`src/rtl/modrm_addr_decoder.sv`:
```
module modrm_addr_decoder #(
  parameter int RW   = 32,
  parameter int NREG = 8
) (
  input  logic               clk,
  input  logic               rst_n,
  input  logic               addr16,
  input  logic               byte_valid,
  input  logic [7:0]         byte_data,
  output logic               byte_ready,
  input  logic [NREG*RW-1:0] regs_flat,
  output logic               done,
  output logic [2:0]         reg_field,
  output logic               is_reg,
  output logic [2:0]         rm_reg,
  output logic [RW-1:0]      eff_addr,
  output logic [2:0]         byte_count
);

  typedef enum logic [1:0] {ST_MODRM, ST_SIB, ST_DISP, ST_DONE} st_t;

  st_t        st;
  logic       a16_q, has_sib_q;
  logic [7:0] modrm_q, sib_q;
  logic [RW-1:0] disp_q;
  logic [2:0] disp_len_q, disp_left_q, cnt_q;
  logic [1:0] disp_pos_q;

  logic       accept;
  logic [1:0] in_mod;
  logic [2:0] in_rm;
  logic [2:0] len_modrm, len_sib;

  assign byte_ready = (st != ST_DONE);
  assign accept     = byte_valid & byte_ready;
  assign in_mod     = byte_data[7:6];
  assign in_rm      = byte_data[2:0];

  always_comb begin
    len_modrm = 3'd0;
    if (in_mod == 2'd1)      len_modrm = 3'd1;
    else if (in_mod == 2'd2) len_modrm = addr16 ? 3'd2 : 3'd4;
    else if (in_mod == 2'd0) begin
      if (addr16 && in_rm == 3'd6)       len_modrm = 3'd2;
      else if (!addr16 && in_rm == 3'd5) len_modrm = 3'd4;
    end
  end

  always_comb begin
    len_sib = 3'd0;
    if (modrm_q[7:6] == 2'd1)      len_sib = 3'd1;
    else if (modrm_q[7:6] == 2'd2) len_sib = 3'd4;
    else if (in_rm == 3'd5)        len_sib = 3'd4;
  end

  always_ff @(posedge clk) begin
    if (!rst_n) begin
      st          <= ST_MODRM;
      a16_q       <= 1'b0;
      has_sib_q   <= 1'b0;
      modrm_q     <= '0;
      sib_q       <= '0;
      disp_q      <= '0;
      disp_len_q  <= '0;
      disp_left_q <= '0;
      disp_pos_q  <= '0;
      cnt_q       <= '0;
    end else begin
      case (st)
        ST_MODRM: if (accept) begin
          modrm_q    <= byte_data;
          a16_q      <= addr16;
          has_sib_q  <= 1'b0;
          sib_q      <= '0;
          disp_q     <= '0;
          disp_pos_q <= '0;
          cnt_q      <= 3'd1;
          if (in_mod != 2'd3 && !addr16 && in_rm == 3'd4) begin
            disp_len_q <= 3'd0;
            st         <= ST_SIB;
          end else begin
            disp_len_q  <= (in_mod == 2'd3) ? 3'd0 : len_modrm;
            disp_left_q <= len_modrm;
            st          <= (in_mod == 2'd3 || len_modrm == 3'd0) ? ST_DONE : ST_DISP;
          end
        end
        ST_SIB: if (accept) begin
          sib_q       <= byte_data;
          has_sib_q   <= 1'b1;
          cnt_q       <= cnt_q + 3'd1;
          disp_len_q  <= len_sib;
          disp_left_q <= len_sib;
          st          <= (len_sib == 3'd0) ? ST_DONE : ST_DISP;
        end
        ST_DISP: if (accept) begin
          disp_q[8*disp_pos_q +: 8] <= byte_data;
          disp_pos_q  <= disp_pos_q + 2'd1;
          disp_left_q <= disp_left_q - 3'd1;
          cnt_q       <= cnt_q + 3'd1;
          if (disp_left_q == 3'd1) st <= ST_DONE;
        end
        default: st <= ST_MODRM;
      endcase
    end
  end

  function automatic logic [RW-1:0] rd(input logic [2:0] idx);
    return regs_flat[RW*idx +: RW];
  endfunction

  logic [1:0]    mod_q;
  logic [2:0]    rm_q, base_sel;
  logic          base_en, idx_en;
  logic [RW-1:0] disp_ext, ea32, base_val, idx_val;
  logic [15:0]   b16, i16, ea16;

  assign mod_q = modrm_q[7:6];
  assign rm_q  = modrm_q[2:0];

  always_comb begin
    case (disp_len_q)
      3'd1:    disp_ext = {{(RW-8){disp_q[7]}}, disp_q[7:0]};
      3'd2:    disp_ext = {{(RW-16){1'b0}}, disp_q[15:0]};
      3'd4:    disp_ext = disp_q;
      default: disp_ext = '0;
    endcase
  end

  assign base_sel = has_sib_q ? sib_q[2:0] : rm_q;
  assign base_en  = !(base_sel == 3'd5 && mod_q == 2'd0);
  assign idx_en   = has_sib_q && sib_q[5:3] != 3'd4;
  assign base_val = base_en ? rd(base_sel) : '0;
  assign idx_val  = idx_en ? (rd(sib_q[5:3]) << sib_q[7:6]) : '0;
  assign ea32     = base_val + idx_val + disp_ext;

  always_comb begin
    b16 = '0;
    i16 = '0;
    case (rm_q)
      3'd0: begin b16 = rd(3'd3)[15:0]; i16 = rd(3'd6)[15:0]; end
      3'd1: begin b16 = rd(3'd3)[15:0]; i16 = rd(3'd7)[15:0]; end
      3'd2: begin b16 = rd(3'd5)[15:0]; i16 = rd(3'd6)[15:0]; end
      3'd3: begin b16 = rd(3'd5)[15:0]; i16 = rd(3'd7)[15:0]; end
      3'd4: b16 = rd(3'd6)[15:0];
      3'd5: b16 = rd(3'd7)[15:0];
      3'd6: if (mod_q != 2'd0) b16 = rd(3'd5)[15:0];
      default: b16 = rd(3'd3)[15:0];
    endcase
  end

  assign ea16 = b16 + i16 + disp_ext[15:0];

  assign done       = (st == ST_DONE);
  assign reg_field  = modrm_q[5:3];
  assign is_reg     = (mod_q == 2'd3);
  assign rm_reg     = rm_q;
  assign byte_count = cnt_q;
  assign eff_addr   = is_reg ? '0 : (a16_q ? {{(RW-16){1'b0}}, ea16} : ea32);

endmodule

```
`config.mk`:
```
export PLATFORM = sky130hd
export DESIGN_NAME = modrm_addr_decoder
export DESIGN_NICKNAME = d
export VERILOG_FILES = /design/src/rtl/modrm_addr_decoder.sv
export SDC_FILE = /design/constraint.sdc
export NUM_CORES = 1
export LEC_CHECK = 0
export BUFFER_PORTS_ARGS = -buffer_cell sky130_fd_sc_hd__buf_2
export CAP_MARGIN = 20
export CELL_PAD_IN_SITES_DETAIL_PLACEMENT = 1
export CELL_PAD_IN_SITES_GLOBAL_PLACEMENT = 1
export CORE_UTILIZATION = 30
export DETAILED_ROUTE_END_ITERATION = 12
export PLACE_DENSITY = 0.6
export SLEW_MARGIN = 20
export SYNTH_ARGS = -nofsm -noshare
export SYNTH_HDL_FRONTEND = slang
export SYNTH_SLANG_ARGS = --single-unit
```
`constraint.sdc`:
```
create_clock -name clk -period 19.8 [get_ports clk]
set_input_delay 5.94 -clock clk [delete_from_list [all_inputs] [get_ports clk]]
set_output_delay 5.94 -clock clk [all_outputs]
set_load 0.05 [all_outputs]
```
# [Word level (Yosys, flattened, before mapping)]
# Cells that the tools add are included.
[word_totals] register_bits=63 input_bits=268 output_inout_bits=44 word_cells=136
[op_classes] n_addsub=8 eq_ne=32 shift=5 mux=51 bitwise_logic=1 n_reduce_logical=29
[op_table] op="$shiftx A256 B9 Y32" count=2
[op_table] op="$mux W32" count=6
[op_table] op="$pmux W32 S3" count=1
[op_table] op="$add A32 B32 Y32" count=2
[op_table] op="$pmux W16 S4" count=1
[op_table] op="$pmux W32 S2" count=1
[op_table] op="$mux W3" count=19
[op_table] op="$neg A5 Y34" count=1
[op_table] op="$shift A8 B34 Y32 const A" count=1
[op_table] op="$shiftx A8 B34 Y32" count=1
[op_table] op="$add A16 B16 Y16" count=2
[op_table] op="$bwmux W32" count=1
[op_table] op="$pmux W16 S2" count=1
[op_table] op="$shl A32 B2 Y32" count=1
[op_table] op="$eq A3 B3 Y1 const B" count=8
[op_table] op="$mux W16" count=1
[op_table] op="$mux W8" count=2
[op_table] op="$pmux W8 S2" count=1
[op_table] op="$mux W2" count=7
[op_table] op="$ne A2 B2 Y1 const B" count=7
[op_table] op="$eq A2 B2 Y1 const B" count=6
[op_table] op="$pmux W3 S2" count=2
[op_table] op="$eq A3 B1 Y1 const B" count=3
[op_table] op="$eq A3 B2 Y1 const B" count=3
[op_table] op="24 further kinds" count=46

# [Depth between registers and ports, before layout]
[depth] depth_word=13 ltp_mapped=20 mapped_depth_nobuf=16

# [Worst setup path before layout]
# No wires, ideal clock.
[synth_path] path_type="input -> output" start="input regs_flat[98]" end="output eff_addr[9]" arrival_time_ps=11153 required_time_ps=13860 setup_slack_ps=2707 path_stages=15 path_buffers=0 cell_sequence="mux4_2 mux2i_1 mux2_2 nor2_1 a21oi_1 nor2_1 ha_1 fa_1 a211o_1 a21o_1 a21oi_1 o21bai_1 a21oi_1 nor3b_1 a2111oi_0"
[synth_via] elab_chain_cells=7 word_cells_on_any_way=12 classes_between="4 x add/sub; 3 x shift; 5 x mux"
[synth_rtl] item="start, declared" line="11" source="input logic [NREG*RW-1:0] regs_flat,"
[synth_rtl] item="$shiftx A256 B9 Y32" line="108" source="return regs_flat[RW*idx +: RW];"
[synth_rtl] item="$shl A32 B2 Y32" line="133" source="assign idx_val = idx_en ? (rd(sib_q[5:3]) << sib_q[7:6]) : '0;"
[synth_rtl] item="$mux W32" line="133"
[synth_rtl] item="$add A32 B32 Y32 (2 in a row)" line="134" source="assign ea32 = base_val + idx_val + disp_ext;"
[synth_rtl] item="$mux W32 * (2 in a row)" line="158" source="assign eff_addr = is_reg ? '0 : (a16_q ? {{(RW-16){1'b0}}, ea16} : ea32);"
[synth_rtl] item="end, declared" line="16" source="output logic [RW-1:0] eff_addr,"
# Mark *: on every way between the ends. The rest lies on a longest branch, timed or not.

# [Worst setup path in the final report]
[layout_path] start="input regs_flat[225]" end="output eff_addr[29]"
[layout_via] elab_chain_cells=7 word_cells_on_any_way=9 classes_between="2 x add/sub; 3 x shift; 4 x mux"
[layout_rtl] item="$shiftx A256 B9 Y32" line="108"
[layout_rtl] item="$shl A32 B2 Y32" line="133"
[layout_rtl] item="$mux W32" line="133"
[layout_rtl] item="$add A32 B32 Y32 * (2 in a row)" line="134"
[layout_rtl] item="$mux W32 * (2 in a row)" line="158"
# Marks and branches as above.

==> results by group <==
Clock network
  – Sink Count: 63
  – Post-CTS sizing: 0
  – Later-pin clock latency in the skew report: 0.34 ns
  – H-tree Lvls: 3
  – CTS tree: done
  – Setup repair bufs after CTS: 0
  – Clock root cell: clkbuf_16
  – Worst-path clk slew: 0.06 ns
  – Cts bufs inserted: 9
  – CTS max path bufs: 2
  – Hold_buf cts: 0

Floorplan
  – I/O pin count: 312
  – Die Footprint: 42,100 um^2
  – Die Ht: 205 um
  – # rows: 74
  – Die W: 205 um
  – Core area: 40,700 um^2
  – Starting Density: 30.4%

Finish
  – Nets: 2,080
  – Final core occ: 35.9%
  – P&R area growth vs syn: 18.0%
  – Register Area: 1270 um^2
  – Share of cells above drive strength 1: 30.0%
  – Fill count: 4,983
  – Multi-input gate area: 10,300 um^2

Power and ir drop
  – PwrDens: 112 nW/um^2
  – LEAKAGE: 6.29 nW
  – Overall power: 1.64 mW
  – VDD IR max: 0.0479 mV

Synth
  – Ranking of synthesized cells by area: mux4_2 19%, dfxtp_1 10%, ha_1 8.2%, nand2_1 5.8%, mux2i_1 4.7%
  – Post-Syn Area: 12,400 um^2
  – Synth area leader: mux4_2
  – Post-synthesis sequential area ratio: 10.2%
  – Syn_area_per_cell: 8.38 um^2
  – Async S/R FF share, synth: 0%
  – Post-synth top flop: dfxtp_1
  – Post-synthesis register bit count: 63
  – Post-Syn Nets: 1,850
  – Warnings, synthesis: 0
  – Post-synth EDFFs: 0
  – Synthesized instance count: 1,479
  – Synth top area share: 19.5%
  – Unique cell type count in the Yosys netlist: 78

Timing
  – Clock skew: 0.00608 ns
  – Slew margin rel.: 24.5%
  – Worst slew pin tran: 1.13 ns
  – Final slew viol count: 0
  – Fmax: 61.2 MHz
  – RSZ-0062 raised after global routing: false
  – Fin. Hold Viols: 0
  – Final setup TNS: 0 ns
  – Final setup violation count: 0
  – Period minus WS final: 16.35 ns
  – Period utilization: 82.6%

Placement
  – # port buffers: 311
  – Placer Congestion: 0.893
  – Post-DP HPWL: 42,600 um

Global routing
  – Vias in the first global route: 13,900
  – First-pass GRT wire length: 83,000 um
  – Total GRT Usage: 25.9%
  – Largest net degree at the start of global routing: 64
  – Initial antenna violation count: 5
  – Grt total ovfl: 0

Min path
  – HP Class: flip-flop to flip-flop

Setup path
  – Startpoint types: input port
  – Max Fanout on Critical Path: 4
  – Critical Path AT: 10.41 ns
  – CP Data Required Time: 13.86 ns
  – Crit end category: output port
  – Crit path kind: input port to output port

Routing
  – Final ANT Viol Nets: 0
  – Drt pass-1 iters: 5
  – Drt wl/cell: 24.5 um
  – Initial DRC Count: 840
  – Vias: 13,300
  – Detailed Route WL: 55,200 um
  – Number of remaining DRC errors: 0
  – Via density: 5.90

Outcome
  – Outcome: complete, no violations

Flow run
  – Max-cap violations: 0
[worst paths after layout]
path                  start           end  slack, ns  cells past startpoint
max          regs_flat[225]  eff_addr[29]       3.45                     17
min reg2reg      modrm_q[4]    modrm_q[4]       0.47                      2
max reg2reg           st[0]     disp_q[8]      16.84                      7
min              modrm_q[4]    modrm_q[4]       0.47                      2
[Yosys cell counts (17+ instances only)]
| library cell | number |
|---|---|
| a21boi_0 | 20 |
| a21o_1 | 28 |
| a21oi_1 | 103 |
| a221oi_1 | 23 |
| a22oi_1 | 33 |
| a31o_2 | 17 |
| a31oi_1 | 19 |
| clkbuf_1 | 67 |
| dfxtp_1 | 63 |
| fa_1 | 22 |
| ha_1 | 81 |
| inv_1 | 72 |
| mux2i_1 | 58 |
| mux4_2 | 107 |
| nand2_1 | 192 |
| nand3_1 | 21 |
| nor2_1 | 87 |
| nor2b_1 | 49 |
| o21a_1 | 17 |
| o21ai_0 | 56 |
| o22ai_1 | 21 |
| xnor2_1 | 37 |
| xor2_1 | 25 |
[metal layers]
metal  vias up  global-route usage, %  wire [um]
li1       6027                      -          -
met1      6680                   32.9      23800
met2       483                   45.4      26800
met3        70                   3.63       3330
met4         6                   6.88       1200
met5         -                      0         37
[cell usage in the layout, fill, tap and decap left out, types with 10 or more instances in the layout]
| cell | synthesis | layout |
|---|---|---|
| xnor2_1 | 37 | 37 |
| mux4_2 | 107 | 107 |
| a21oi_1 | 103 | 103 |
| a21boi_0 | 20 | 20 |
| a31oi_1 | 19 | 19 |
| nor2b_1 | 49 | 49 |
| o21a_1 | 17 | 17 |
| inv_1 | 72 | 72 |
| a21o_1 | 28 | 28 |
| nand2b_1 | 12 | 12 |
| o221ai_1 | 10 | 10 |
| dfxtp_1 | 63 | 60 |
| ha_1 | 81 | 81 |
| nor2_1 | 87 | 86 |
| fa_1 | 22 | 22 |
| o22ai_1 | 21 | 21 |
| a221oi_1 | 23 | 23 |
| xor2_1 | 25 | 25 |
| a311oi_1 | 10 | 10 |
| nand2_1 | 192 | 192 |
| nand3_1 | 21 | 21 |
| a31o_2 | 17 | 17 |
| and3_1 | 12 | 12 |
| mux2i_1 | 58 | 58 |
| buf_4 | 15 | 25 |
| o21ai_0 | 56 | 55 |
| o21bai_1 | 11 | 11 |
| buf_2 | 14 | 311 |
| a22oi_1 | 33 | 33 |
| o22a_1 | 15 | 15 |
| mux2_2 | 15 | 15 |
[flip-flops by register name (all words and copies together), names as in the netlist]
| signal | cells |
|---|---|
| a16_q | 1 |
| byte_count | 3 |
| disp_left_q | 3 |
| disp_len_q | 3 |
| disp_pos_q | 2 |
| disp_q | 32 |
| has_sib_q | 1 |
| modrm_q | 8 |
| sib_q | 8 |
| st | 2 |
[area by class of cell]
| cell class | instances | share of cell area, % |
|---|---|---|
| flip-flops and latches | 63 | 8.69 |
| multi-input cells | 1225 | 70.7 |
| well taps | 532 | 4.55 |
| inverters | 74 | 1.90 |
| repair buffers | 336 | 11.9 |
| clock inverters | 7 | 0.650 |
| clock buffers | 9 | 1.54 |
| diodes | 2 | 0.0342 |
[per-stage QoR]
step                instances  cell area (um^2)  setup WS (ns)  hold slack [ns]
finish                   2248             14600           3.45            0.470
global route             2248             14600           3.23            0.503
CTS                      2246             14600           3.48            0.472
detailed placement       2230             14300           3.50            0.463
global placement         2230             14300           3.43            0.456
floorplan                1479             12400           2.71            0.436
[cells by family (layout without fill, tap and decap cells)]
logic type	count (synthesis)	in the layout	synth area share, %
AO/OA/AOI/OAI	441	441	24.3
AND/OR/NAND/NOR	436	436	16.7
buffers and inverters	191	426	6.83
multiplexers	183	183	25.9
adder cells (fa/ha/maj)	103	103	11.7
flip-flops	63	63	10.2
XOR/XNOR	62	62	4.38
other	0	2	0
[power breakdown]
group | switching, mW | total [mW] | internal, mW
logic | 0.845 | 1.29 | 0.449
clock network | 0.0640 | 0.174 | 0.110
registers | 0.0268 | 0.167 | 0.141
total | 0.936 | 1.64 | 0.700
[critical path, stage by stage]
cell and delay, ns:
buf_2 0.12, mux4_2 0.47, mux2i_1 0.23, mux2_2 0.22, nor2_1 0.04, a21oi_1 0.16, nor2_1 0.06, ha_1 0.36
fa_1 0.49, a211o_1 0.38, a211o_1 0.34, a211oi_1 0.55, o21ai_1 0.26, a31oi_1 0.27, o21a_1 0.14, o21a_1 0.11
buf_2 0.27
No activity file was read; power rests on OpenSTA's default activity.
